**src/rtl/parcel_dec_pkg.sv**
```systemverilog
package parcel_dec_pkg;
   localparam int PARCEL_W = 16;
   localparam int OP_W     = 8;
   localparam int REG_W    = 4;
   localparam int IMM_W    = 32;
   localparam int LEN_W    = 2;

   typedef enum logic [1:0] {
      ST_BASE = 2'd0,
      ST_EXT1 = 2'd1,
      ST_EXT2 = 2'd2
   } pd_state_e;

   typedef enum logic [2:0] {
      K_PLAIN = 3'd0,
      K_QUICK = 3'd1,
      K_QNOT  = 3'd2,
      K_IMM16 = 3'd3,
      K_IMM32 = 3'd4
   } pd_kind_e;

   typedef struct packed {
      logic [OP_W-1:0]  opcode;
      logic [REG_W-1:0] rs;
      logic [REG_W-1:0] rd;
      logic [IMM_W-1:0] imm32;
      logic             has_imm;
      logic [LEN_W-1:0] plen;
   } pd_rec_t;

   localparam int REC_W = $bits(pd_rec_t);
endpackage

```
**src/rtl/parcel_op_classify.sv**
```systemverilog
module parcel_op_classify
   import parcel_dec_pkg::*;
#(
   parameter int N_IMM16 = 2,
   parameter int N_IMM32 = 2,
   parameter int N_QUICK = 3,
   parameter int N_QNOT  = 1,
   parameter logic [N_IMM16*OP_W-1:0] IMM16_OPS = {8'h83, 8'h93},
   parameter logic [N_IMM32*OP_W-1:0] IMM32_OPS = {8'h84, 8'h94},
   parameter logic [N_QUICK*OP_W-1:0] QUICK_OPS = {8'h82, 8'h8A, 8'h8C},
   parameter logic [N_QNOT*OP_W-1:0]  QNOT_OPS  = {8'h8E}
) (
   input  logic [OP_W-1:0] op,
   output pd_kind_e        kind
);
   if (N_IMM16 < 1 || N_IMM32 < 1 || N_QUICK < 1 || N_QNOT < 1) begin : g_bad_tables
      $error("parcel_op_classify: every opcode table needs at least one entry");
   end

   logic [N_IMM16-1:0] hit16;
   logic [N_IMM32-1:0] hit32;
   logic [N_QUICK-1:0] hitq;
   logic [N_QNOT-1:0]  hitqn;

   for (genvar i = 0; i < N_IMM16; i++) begin : g_h16
      assign hit16[i] = (op == IMM16_OPS[i*OP_W +: OP_W]);
   end
   for (genvar i = 0; i < N_IMM32; i++) begin : g_h32
      assign hit32[i] = (op == IMM32_OPS[i*OP_W +: OP_W]);
   end
   for (genvar i = 0; i < N_QUICK; i++) begin : g_hq
      assign hitq[i] = (op == QUICK_OPS[i*OP_W +: OP_W]);
   end
   for (genvar i = 0; i < N_QNOT; i++) begin : g_hqn
      assign hitqn[i] = (op == QNOT_OPS[i*OP_W +: OP_W]);
   end

   always_comb begin
      if (|hit32)      kind = K_IMM32;
      else if (|hit16) kind = K_IMM16;
      else if (|hitqn) kind = K_QNOT;
      else if (|hitq)  kind = K_QUICK;
      else             kind = K_PLAIN;
   end
endmodule

```
**src/rtl/parcel_imm_build.sv**
```systemverilog
module parcel_imm_build
   import parcel_dec_pkg::*;
(
   input  pd_kind_e             kind,
   input  logic [REG_W-1:0]     qfield,
   input  logic [PARCEL_W-1:0]  lo_half,
   input  logic [PARCEL_W-1:0]  cur,
   output logic [IMM_W-1:0]     imm
);
   localparam int QPAD = IMM_W - REG_W;
   localparam int SPAD = IMM_W - PARCEL_W;

   logic [IMM_W-1:0] qzext;
   assign qzext = {{QPAD{1'b0}}, qfield};

   always_comb begin
      unique case (kind)
         K_QUICK: imm = qzext;
         K_QNOT:  imm = ~qzext;
         K_IMM16: imm = {{SPAD{cur[PARCEL_W-1]}}, cur};
         K_IMM32: imm = {cur, lo_half};
         default: imm = '0;
      endcase
   end
endmodule

```
**src/rtl/parcel_decoder.sv**
```systemverilog
module parcel_decoder
   import parcel_dec_pkg::*;
#(
   parameter int N_IMM16 = 2,
   parameter int N_IMM32 = 2,
   parameter int N_QUICK = 3,
   parameter int N_QNOT  = 1,
   parameter logic [N_IMM16*8-1:0] IMM16_OPS = {8'h83, 8'h93},
   parameter logic [N_IMM32*8-1:0] IMM32_OPS = {8'h84, 8'h94},
   parameter logic [N_QUICK*8-1:0] QUICK_OPS = {8'h82, 8'h8A, 8'h8C},
   parameter logic [N_QNOT*8-1:0]  QNOT_OPS  = {8'h8E}
) (
   input  logic        clk,
   input  logic        rst_n,
   input  logic        flush,
   input  logic        in_valid,
   input  logic [15:0] in_parcel,
   output logic        in_ready,
   output logic        out_valid,
   output logic [50:0] out_rec
);
   pd_state_e           st_q;
   pd_kind_e            kind_q, kind_new, kind_cur;
   logic [PARCEL_W-1:0] base_q, lo_q, base_cur;
   logic                accept, last;
   logic [IMM_W-1:0]    imm;
   pd_rec_t             rec;

   parcel_op_classify #(
      .N_IMM16(N_IMM16), .N_IMM32(N_IMM32), .N_QUICK(N_QUICK), .N_QNOT(N_QNOT),
      .IMM16_OPS(IMM16_OPS), .IMM32_OPS(IMM32_OPS),
      .QUICK_OPS(QUICK_OPS), .QNOT_OPS(QNOT_OPS)
   ) u_class (
      .op   (in_parcel[15:8]),
      .kind (kind_new)
   );

   assign in_ready = !flush;
   assign accept   = in_valid && in_ready;
   assign base_cur = (st_q == ST_BASE) ? in_parcel : base_q;
   assign kind_cur = (st_q == ST_BASE) ? kind_new  : kind_q;

   always_comb begin
      unique case (st_q)
         ST_BASE: last = (kind_cur == K_PLAIN) || (kind_cur == K_QUICK) || (kind_cur == K_QNOT);
         ST_EXT1: last = (kind_cur == K_IMM16);
         default: last = 1'b1;
      endcase
   end

   parcel_imm_build u_imm (
      .kind    (kind_cur),
      .qfield  (base_cur[7:4]),
      .lo_half (lo_q),
      .cur     (in_parcel),
      .imm     (imm)
   );

   always_comb begin
      rec.opcode  = base_cur[15:8];
      rec.rs      = base_cur[7:4];
      rec.rd      = base_cur[3:0];
      rec.imm32   = imm;
      rec.has_imm = (kind_cur != K_PLAIN);
      unique case (st_q)
         ST_BASE: rec.plen = 2'd1;
         ST_EXT1: rec.plen = 2'd2;
         default: rec.plen = 2'd3;
      endcase
   end

   assign out_valid = accept && last;
   assign out_rec   = rec;

   always_ff @(posedge clk or negedge rst_n) begin
      if (!rst_n) begin
         st_q   <= ST_BASE;
         kind_q <= K_PLAIN;
         base_q <= '0;
         lo_q   <= '0;
      end else if (flush) begin
         st_q <= ST_BASE;
      end else if (accept) begin
         unique case (st_q)
            ST_BASE: begin
               if (!last) begin
                  st_q   <= ST_EXT1;
                  base_q <= in_parcel;
                  kind_q <= kind_new;
               end
            end
            ST_EXT1: begin
               if (last) st_q <= ST_BASE;
               else begin
                  st_q <= ST_EXT2;
                  lo_q <= in_parcel;
               end
            end
            default: st_q <= ST_BASE;
         endcase
      end
   end
endmodule

```
**config.mk**
```make
export PLATFORM = sky130hd
export DESIGN_NAME = parcel_decoder
export DESIGN_NICKNAME = d
export VERILOG_FILES = /design/src/rtl/parcel_dec_pkg.sv /design/src/rtl/parcel_op_classify.sv /design/src/rtl/parcel_imm_build.sv /design/src/rtl/parcel_decoder.sv
export SDC_FILE = /design/constraint.sdc
export NUM_CORES = 1
export LEC_CHECK = 0
export BUFFER_PORTS_ARGS = -buffer_cell sky130_fd_sc_hd__buf_2
export CAP_MARGIN = 0
export CORE_AREA = 2 2 70 72
export CTS_CLUSTER_DIAMETER = 30
export DETAILED_ROUTE_END_ITERATION = 7
export DIE_AREA = 0 0 72 74
export GPL_TIMING_DRIVEN = 0
export PLACE_DENSITY_LB_ADDON = 0.08
export REMOVE_ABC_BUFFERS = 1
export SYNTH_ARGS = -nofsm -noshare
export SYNTH_HDL_FRONTEND = slang
export SYNTH_SLANG_ARGS = --single-unit
```
**constraint.sdc**
```tcl
create_clock -name clk -period 2.9 [get_ports clk]
set_input_delay 0.145 -clock clk [delete_from_list [all_inputs] [get_ports clk]]
set_output_delay 0.145 -clock clk [all_outputs]
set_load 0.005 [all_outputs]
```
==> results.txt, run 1 <==
# IOs -> 73
CTS max path bufs -> 2
Post-Syn Area per Cell -> 9.05 um^2
Synth Area in Simple Gates -> 18.7%
area grow syn2layout -> 24.4%
Seq/Total Area, Yosys -> 41.8%
crit path kind -> flop to output port
mux cell area share after synthesis -> 15.0%
Via Count -> 2,045
crit path launch type -> flop
Reg area -> 926 um^2
fin area -> 0.00276 mm^2
Sw Ratio -> 24.7%
dpl cells -> 356
power density cells -> 377 mW/mm^2
# clock sinks -> 37
Design Power -> 1.04 mW
Peak supply drop -> 0.304 mV
initial antenna violation count -> 0
compound-cell area share of the yosys netlist -> 19.0%
hold slack -> 19.8 ps
Power Internal -> 0.784 mW
dominant combinational cell family by area after synthesis -> compound AO/OA/AOI/OAI gates
Die Y -> 74 um
ant diodes -> 0
Clock Pin Slew Worst Setup and Hold Paths -> 70 ps
Logic pwr share -> 12.4%
worst-skew pair later-pin latency -> 280 ps
Hold Crit Class -> primary input to flop
outcome -> completed
Final Non-Filler Cells -> 366
# fillers -> 421
Max Clock Skew -> 4.95 ps
Chip Width -> 72 um
drt drc -> 0
CTS H-tree depth -> 2
Post-Synth Adder-Cell Area -> 0%
I/O Buffers -> 72
number of max-cap violations -> 0
Slew @ Worst Pin -> 848 ps
largest net degree at the start of global routing -> 38
Post-Route WL -> 5760 um
top cell type's share of synthesized area -> 41.8%
cts bufs inserted -> 5
Hold Vio Cnt, Final -> 0
Worst slew margin -> 43.5%
Crit path required time -> 2760 ps
Seq pwr share -> 53.1%
CTS tree -> built
Die ar. -> 0.00533 mm^2
post-DP HPWL -> 3750 um
Max FO, Critical Path -> 20
Net count, final -> 332
Psw -> 0.257 mW
final worst path period need -> 2670 ps
post-synth cell types -> 36
setup_tns -> 0 ps
first-pass GRT wire length -> 9180 um
drt pass-1 iters -> 4
gr ovfl total -> 0
RSZ-0062 raised after global routing -> false
footprint of the multi-input gates -> 0.00122 mm^2
Post-Syn Instances -> 245
Core Region -> 0.00460 mm^2
dpl cell area -> 0.00260 mm^2
Detailed Route Iter0 Violations -> 109
vias in the first global route -> 1,837
CP arrival -> 2530 ps
Synth Register Bits -> 37
wire length per cell after detailed routing -> 15.7 um
final period utilization -> 92.2%
Final ANT Viol Nets -> 0
final setup vio count -> 0
Synthesis Warnings -> 0
Yosys top cell by area -> dfrtp_1
CP Capture Type -> output port
RePlAce Congestion -> 0.830
Achievable Freq -> 374 MHz
Clk Tree Root Cell -> clkbuf_8
Lkg Pwr -> 1.64 nW
Site Rows -> 25
Post-Synthesis Cell Area -> 0.00222 mm^2
synth top area cells -> dfrtp_1 42%, mux2_2 13%, nand2_1 7.1%, a21o_1 6.1%, a21oi_1 5.0%
fraction of layout cells with a size suffix above 1 -> 38.5%
clock power share -> 34.5%
final slew viol count -> 0
total track usage -> 22.5%
initial core utilization -> 48.2%
Avg Vias per Cell -> 5.59
XOR/XNOR Fraction of Synth Area -> 0%
[synthesized netlist by cell type]
cell type  count
a21o_1        18
a21oi_1       22
a22oi_1        1
a311o_1        4
a31o_2         1
a32oi_1        4
and2_1         3
and4bb_2       1
buf_1          1
buf_2          2
buf_6          2
clkbuf_1      11
dfrtp_1       37
inv_1         11
inv_2          1
mux2_2        25
mux2i_1        5
nand2_1       42
nand2b_1       2
nand3_1        2
nand4_1        1
nand4_4        1
nor2_1        27
nor2_2         1
nor2b_1        1
nor3_1         2
nor3_2         1
nor3b_1        2
o2111ai_1      2
o21a_1         3
o21ai_0        2
o21ai_1        2
o21ai_2        1
o22a_1         1
o31ai_1        1
or4b_4         2
[stage by stage]
stage               setup slack, ps  util, %
floorplan                      77.2        -
global placement              -1060     55.8
detailed placement             -834     56.5
CTS                            6.23     59.6
global route                   38.9     60.0
finish                          227     60.0
[cell families after synthesis]
kind of cell	Yosys count
muxes	30
DFF	37
AOI/OAI and AO/OA	62
and+or+nand+nor	88
buffers and inverters	28
[power groups by stage]
stage / logic [mW] / clock network (mW) / registers, mW
CTS: 0.130 / 0.372 / 0.552
floorplan: 0.0584 / 0 / 0.559
global route: 0.145 / 0.397 / 0.556
finish: 0.129 / 0.359 / 0.553
global placement: 0.125 / 0 / 0.561
detailed placement: 0.128 / 0 / 0.562
[worst max-delay path, cell delays in order (launching register included)]
cell and delay [ps]:
dfrtp_1 450, nor2_4 370, nand2_1 220, o21ai_2 630, buf_16 230, nor2_1 50
nor2_1 160, buf_2 140
[layer usage]
metal	track usage [%]	routed length (um)	vias up
li1	-	-	993
met1	29.8	2600	984
met2	37.3	2830	62
met3	3.25	268	6
met4	9.64	58	0
met5	0	0	-
[worst paths after layout]
kind,end,slack [ps],start,depth (start not counted)
max reg2reg,lo_q[6],380,st_q[0],7
max,out_rec[34],230,st_q[0],7
min,st_q[0],20,flush,2
max in group asynchronous,lo_q[1],1850,rst_n,2
min in group asynchronous,base_q[11],500,rst_n,2
min reg2reg,base_q[15],470,base_q[15],1
[final cells by class]
type	instances	share of cell area, %
multi-input combinational	181	44.1
inverter	12	1.63
tap	54	2.45
sequential	37	33.6
timing repair buffer	75	15.1
clock buffer	7	3.13
[state kept, by name (all words and copies together) (netlist names)]
signal,count
st_q,2
lo_q,16
kind_q,3
base_q,16
[placed cells by master (no fill, tap or decap), drive strengths merged]
| cell type | netlist | layout |
|---|---|---|
| buf | 5 | 74 |
| nand2 | 42 | 42 |
| dfrtp | 37 | 37 |
| nor2 | 28 | 29 |
| mux2 | 25 | 25 |
| a21oi | 22 | 22 |
| a21o | 18 | 18 |
| inv | 12 | 12 |
| clkbuf | 11 | 7 |
| mux2i | 5 | 5 |
| o21ai | 5 | 5 |
| a311o | 4 | 4 |
| a32oi | 4 | 4 |
| and2 | 3 | 3 |
| o21a | 3 | 3 |
| nor3 | 3 | 3 |
| nor3b | 2 | 2 |
| or4b | 2 | 2 |
| nand3 | 2 | 2 |
| nand2b | 2 | 2 |
| o2111ai | 2 | 2 |
| nand4 | 2 | 2 |
| and4bb | 1 | 1 |
| nor2b | 1 | 1 |
| a22oi | 1 | 1 |
| o22a | 1 | 1 |
| o31ai | 1 | 1 |
| a31o | 1 | 1 |
| dlygate4sd3 | 0 | 1 |
[repair_timing]
| action | in CTS | in global routing |
|---|---|---|
| cloned | 0 | 1 |
| endpoints found under the hold margin | 37 | 0 |
| buffers inserted | 1 | 0 |
| hold buffers | 1 | 0 |
| gates resized for setup | 6 | 2 |
| pin swaps | 1 | 1 |
| endpoints found under the setup margin | 51 | 32 |
(Power assumes the default switching activity.)
==> run 2: changes to the inputs <==
--- a/config.mk
+++ b/config.mk
@@ -8,12 +8,14 @@
 export BUFFER_PORTS_ARGS = -buffer_cell sky130_fd_sc_hd__buf_2
 export CAP_MARGIN = 0
 export CORE_AREA = 2 2 70 72
+export CTS_BUF_LIST = sky130_fd_sc_hd__clkbuf_8
 export CTS_CLUSTER_DIAMETER = 30
 export DETAILED_ROUTE_END_ITERATION = 7
 export DIE_AREA = 0 0 72 74
 export GPL_TIMING_DRIVEN = 0
-export PLACE_DENSITY_LB_ADDON = 0.08
+export PLACE_DENSITY = 0.77
 export REMOVE_ABC_BUFFERS = 1
+export SLEW_MARGIN = 5
 export SYNTH_ARGS = -nofsm -noshare
 export SYNTH_HDL_FRONTEND = slang
 export SYNTH_SLANG_ARGS = --single-unit
==> run 2 against run 1 <==
Register-to-register slack about the same. Final cell count grew 0.27%. Critical path type unchanged. Largest power group unchanged. Non-clock buffer count up 1. Sequential share of layout area about the same.
==> results.txt, run 2 (same netlist as run 1, synthesis figures left out) <==
outcome -> completed
CP Cell Sequence -> nor2_4, inv_2, nand2_1, o21a_1, nor2_4, a21o_1, buf_2
first-pass GRT wire length -> 9050 um
final period utilization -> 92.0%
crit path from -> st_q[0]
initial core utilization -> 48.2%
Hold Crit Class -> primary input to flop
Crit path buffers/inverters -> 2
area grow syn2layout -> 24.5%
crit path launch type -> flop
Die Y -> 74 um
final slew viol count -> 0
cts bufs inserted -> 5
Via Count -> 2,046
CTS max path bufs -> 2
r2r setup slk -> 380 ps
crit path kind -> flop to output port
worst setup margin -> 232 ps
CP arrival -> 2520 ps
met2 Use GR -> 37.3%
CP Capture Type -> output port
Avg Vias per Cell -> 5.57
Final ANT Viol Nets -> 0
GR peak layer -> met2
Crit path required time -> 2760 ps
Largest regs -> base_q (16), lo_q (16), kind_q (3)
final worst path period need -> 2670 ps
Site Rows -> 25
final setup vio count -> 0
number of max-cap violations -> 0
vias in the first global route -> 1,860
# IOs -> 73
power density cells -> 377 mW/mm^2
most frequent cells in the layout -> 72 x buf_2, 42 x nand2_1, 37 x dfrtp_1
Top delay family on crit path -> simple AND/OR/NAND/NOR gates
Worst path depth -> 7
Achievable Freq -> 375 MHz
Chip Width -> 72 um
initial antenna violation count -> 0
largest net degree at the start of global routing -> 38
wire length per cell after detailed routing -> 15.9 um
CTS H-tree depth -> 2
reg2reg end -> lo_q[1]
I/O Buffers -> 72
CP max stage delay -> 460 ps
Max FO, Critical Path -> 17
worst-skew pair later-pin latency -> 290 ps
Slew @ Worst Pin -> 828 ps
met1 usage -> 29.8%
GR Util met3 -> 4.61%
# clock sinks -> 37
worst reg2reg startpoint -> st_q[0]
dpl cell area -> 0.00259 mm^2
post-DP HPWL -> 3780 um
Detailed Route Iter0 Violations -> 105
crit path capture -> out_rec[25]
fin area -> 0.00276 mm^2
Worst path slowest cell -> dfrtp_1
total track usage -> 22.1%
r2r worst-path depth -> 7
Worst slew margin -> 44.8%
Max Clock Skew -> 4.20 ps
Lkg Pwr -> 1.65 nW
drt pass-1 iters -> 4
post-place setup slack -> -826 ps
Peak supply drop -> 0.285 mV
RSZ-0062 raised after global routing -> false
RePlAce Congestion -> 0.863
Die ar. -> 0.00533 mm^2
gr ovfl total -> 0
Core Region -> 0.00460 mm^2
cell mode on critical path -> nor2_4
Post-Route WL -> 5850 um
CTS tree -> built
Net count, final -> 333
Clk Tree Root Cell -> clkbuf_8
drt drc -> 0
most common library cell in the layout ignoring fill and taps -> buf_2
ant diodes -> 0
Hold Vio Cnt, Final -> 0
Clock Pin Slew Worst Setup and Hold Paths -> 70 ps
fraction of layout cells with a size suffix above 1 -> 38.7%
[run 2: cell types whose count changed in the layout (fill, tap and decap cells not counted)]
cell      previous run  this run
buf_16               1         0
buf_4                0         1
buf_8                0         1
clkbuf_1             1         0
inv_1               11        12
o21ai_2              2         1
o21ai_4              1         2
[run 2: layer usage]
layer	routed length (um)	vias up	part of all wire, %
met4	54	0	0.92
met1	2630	969	45
met5	0	-	0
li1	-	985	-
met3	404	8	6.9
met2	2760	84	47
[run 2: cell type report]
cell class	instances	area, um^2
Timing Repair Buffer	76	413
Inverter	12	45.0
Clock buffer	6	82.6
Tap cell	54	67.6
Multi-Input combinational cell	181	1220
Sequential cell	37	926
Fill cell	411	1840
Clock inverter	1	3.75
[run 2: worst reg2reg max path, stage by stage, from the launching register on]
cell     delay [ps]
dfrtp_1         450
nor2_4          380
inv_2           270
nand2_1         390
nor3_1          150
nor3_4          240
buf_4           190
mux2_2          340
[run 2: power by group]
| part | internal (mW) | switching (mW) | leakage, nW |
|---|---|---|---|
| registers | 0.540 | 0.0145 | 0.487 |
| logic | 0.0554 | 0.0747 | 1.11 |
| clock network | 0.185 | 0.170 | 0.0485 |
| total | 0.780 | 0.260 | 1.65 |
[run 2: worst min-delay path by stage]
| stage | from | endpoint | slack, ps | depth (start not counted) |
|---|---|---|---|---|
| 4_1_cts | flush | st_q[0] | 5 | 2 |
| 6_report | flush | st_q[0] | 20 | 2 |
| 2_1_floorplan | rst_n | base_q[0] | -150 | 0 |
| 3_5_place_dp | rst_n | base_q[11] | 290 | 1 |
| 3_3_place_gp | rst_n | base_q[11] | 290 | 1 |
| 5_1_grt | flush | st_q[0] | 20 | 2 |
[run 2: what timing repair did]
| action | in CTS | in global routing |
|---|---|---|
| pin swaps | 1 | 1 |
| hold buffers | 1 | 0 |
| gates cloned | 0 | 1 |
| setup endpoints to repair | 51 | 32 |
| resized for setup | 6 | 3 |
| endpoints found under the hold margin | 37 | 0 |
| buffers inserted | 2 | 0 |
[run 2: metrics by stage]
step,total power [mW],utilization (%),instances,hold slack [ps],setup TNS [ps]
6_report,1.04,60.1,367,17.0,0
5_1_grt,1.09,60.1,367,22.0,0
4_1_cts,1.05,59.5,366,4.87,0
3_5_place_dp,0.690,56.2,356,288,-27840
3_3_place_gp,0.685,55.8,355,285,-39150
2_1_floorplan,0.617,-,229,-151,0
==> run 3: changes to the inputs <==
--- a/config.mk
+++ b/config.mk
@@ -14,6 +14,7 @@
 export DIE_AREA = 0 0 72 74
 export GPL_TIMING_DRIVEN = 0
 export PLACE_DENSITY = 0.77
+export RECOVER_POWER = 50
 export REMOVE_ABC_BUFFERS = 1
 export SLEW_MARGIN = 5
 export SYNTH_ARGS = -nofsm -noshare
==> constraint.sdc (replaced) <==
create_clock -name clk -period 2.9 [get_ports clk]
set_input_delay 0.29 -clock clk [delete_from_list [all_inputs] [get_ports clk]]
set_output_delay 0.29 -clock clk [all_outputs]
set_load 0.005 [all_outputs]
==> run 3 against run 2 <==
The run now ends with max-capacitance violations, max-slew violations left. Sequential power barely moved. Critical path type unchanged. Flip-flop and latch count did not move. Sequential share of layout area fell by 0.29 points. Clock power barely moved. Routed wire length fell by 0.26%. Combinational power barely moved.
==> results.txt, run 3 (same netlist as run 1, synthesis figures left out) <==
Clk Tree Root Cell -> clkbuf_8
number of max-cap violations -> 1
HP Start -> flush
ant diodes -> 0
final slew viol count -> 38
power density cells -> 372 mW/mm^2
post-DP HPWL -> 3780 um
Crit path required time -> 2610 ps
Max FO, Critical Path -> 17
total track usage -> 22.9%
Hold Path End -> st_q[0]
Worst slew margin -> -31.3%
Slew @ Worst Pin -> 1970 ps
final period utilization -> 92.6%
final worst path period need -> 2690 ps
Avg Vias per Cell -> 5.65
Site Rows -> 25
CTS max path bufs -> 2
Hold Crit Depth -> 2
r2r worst-path depth -> 5
crit path launch type -> flop
CP Capture Type -> output port
Hold Crit Class -> primary input to flop
most common library cell in the layout ignoring fill and taps -> buf_2
first-pass GRT wire length -> 9240 um
RePlAce Congestion -> 0.863
CTS tree -> built
crit path kind -> flop to output port
dpl cell area -> 0.00259 mm^2
CTS H-tree depth -> 2
largest net degree at the start of global routing -> 38
# IOs -> 73
reg2reg end -> base_q[5]
outcome -> finished with violations
worst reg2reg startpoint -> st_q[0]
fin area -> 0.00279 mm^2
setup_tns -> 0 ps
Die Y -> 74 um
Largest regs -> base_q (16), lo_q (16), kind_q (3)
cts bufs inserted -> 5
initial antenna violation count -> 0
wire length per cell after detailed routing -> 15.8 um
dpl cells -> 356
Hold Vio Cnt, Final -> 0
Net count, final -> 335
gr ovfl total -> 0
Detailed Route Iter0 Violations -> 91
Design Power -> 1.04 mW
failing checks -> max-capacitance violations, max-slew violations
drt pass-1 iters -> 4
CP arrival -> 2400 ps
Final Non-Filler Cells -> 369
CP Cell Sequence -> nor2_4, nand2_1, o21ai_4, buf_8, a21oi_1, nor2_1, buf_2
Chip Width -> 72 um
vias in the first global route -> 1,856
# clock sinks -> 37
drt drc -> 0
I/O Buffers -> 72
worst-skew pair later-pin latency -> 290 ps
initial core utilization -> 48.2%
Peak supply drop -> 0.284 mV
Via Count -> 2,085
area grow syn2layout -> 25.6%
Achievable Freq -> 372 MHz
Max Clock Skew -> 3.54 ps
hold-fix buffers at CTS -> 0
Lkg Pwr -> 1.64 nW
Post-Route WL -> 5830 um
most frequent cells in the layout -> 64 x buf_2, 41 x nand2_1, 37 x dfrtp_1
final setup vio count -> 0
Final ANT Viol Nets -> 0
fraction of layout cells with a size suffix above 1 -> 36.5%
Clock Pin Slew Worst Setup and Hold Paths -> 70 ps
RSZ-0062 raised after global routing -> false
Worst path slowest cell -> o21ai_4
Die ar. -> 0.00533 mm^2
r2r setup slk -> 500 ps
CP max stage delay -> 510 ps
Core Region -> 0.00460 mm^2
==> run 3: worst max path at each step <==
stage                              to    start  cells past startpoint  slack [ps]
after detailed placement      lo_q[1]  st_q[1]                      6        -830
after global routing       out_rec[8]  st_q[0]                      7          40
after global placement    out_rec[17]  st_q[1]                      6       -1080
final                     out_rec[10]  st_q[0]                      7         210
after floorplan           out_rec[10]  st_q[1]                      5        -0.4
after CTS                     lo_q[1]  st_q[0]                      6          60
==> run 3: timing repair <==
action                     CTS  global route
gates resized for setup      9             1
pin swaps                    1             3
setup endpoints to repair   51            34
gates cloned                 1             0
setup buffers                0             5
==> run 3: worst max-delay path, delay by kind of cell, from the launching register on <==
| family | cells | cell delay, ps |
|---|---|---|
| AOI/OAI and AO/OA | 2 | 590 |
| buffers and inverters | 2 | 340 |
| DFF | 1 | 440 |
| and+or+nand+nor | 3 | 710 |
==> run 3: layout make-up <==
type                    instances  area (um^2)
well taps                      54         67.6
flip-flops and latches         37          926
inverters                      12         45.0
repair buffers                 78          440
clock buffers                   6         82.6
clock inverters                 1         3.75
fillers                       408         1810
multi-input cells             181         1220
==> run 3: metal layers <==
metal	up-vias	track usage (%)	wire length [um]
li1	995	-	-
met5	-	0	0
met3	6	4.47	400
met4	0	5.24	45
met1	994	31.0	2560
met2	90	38.6	2830
==> run 3: power breakdown <==
part | leakage [nW] | switching (mW) | internal, mW
Combinational | 1.11 | 0.0750 | 0.0546
Clock | 0.0485 | 0.169 | 0.185
Sequential | 0.487 | 0.0139 | 0.540
==> run 3: metrics by stage <==
step                hold WS (ps)  util, %  setup WS [ps]
finish                       162     60.6            215
global route                 167     60.6           38.1
CTS                          118     59.2           59.2
detailed placement           433     56.2           -826
global placement             430     55.8          -1080
floorplan                  -5.59        -         -0.385
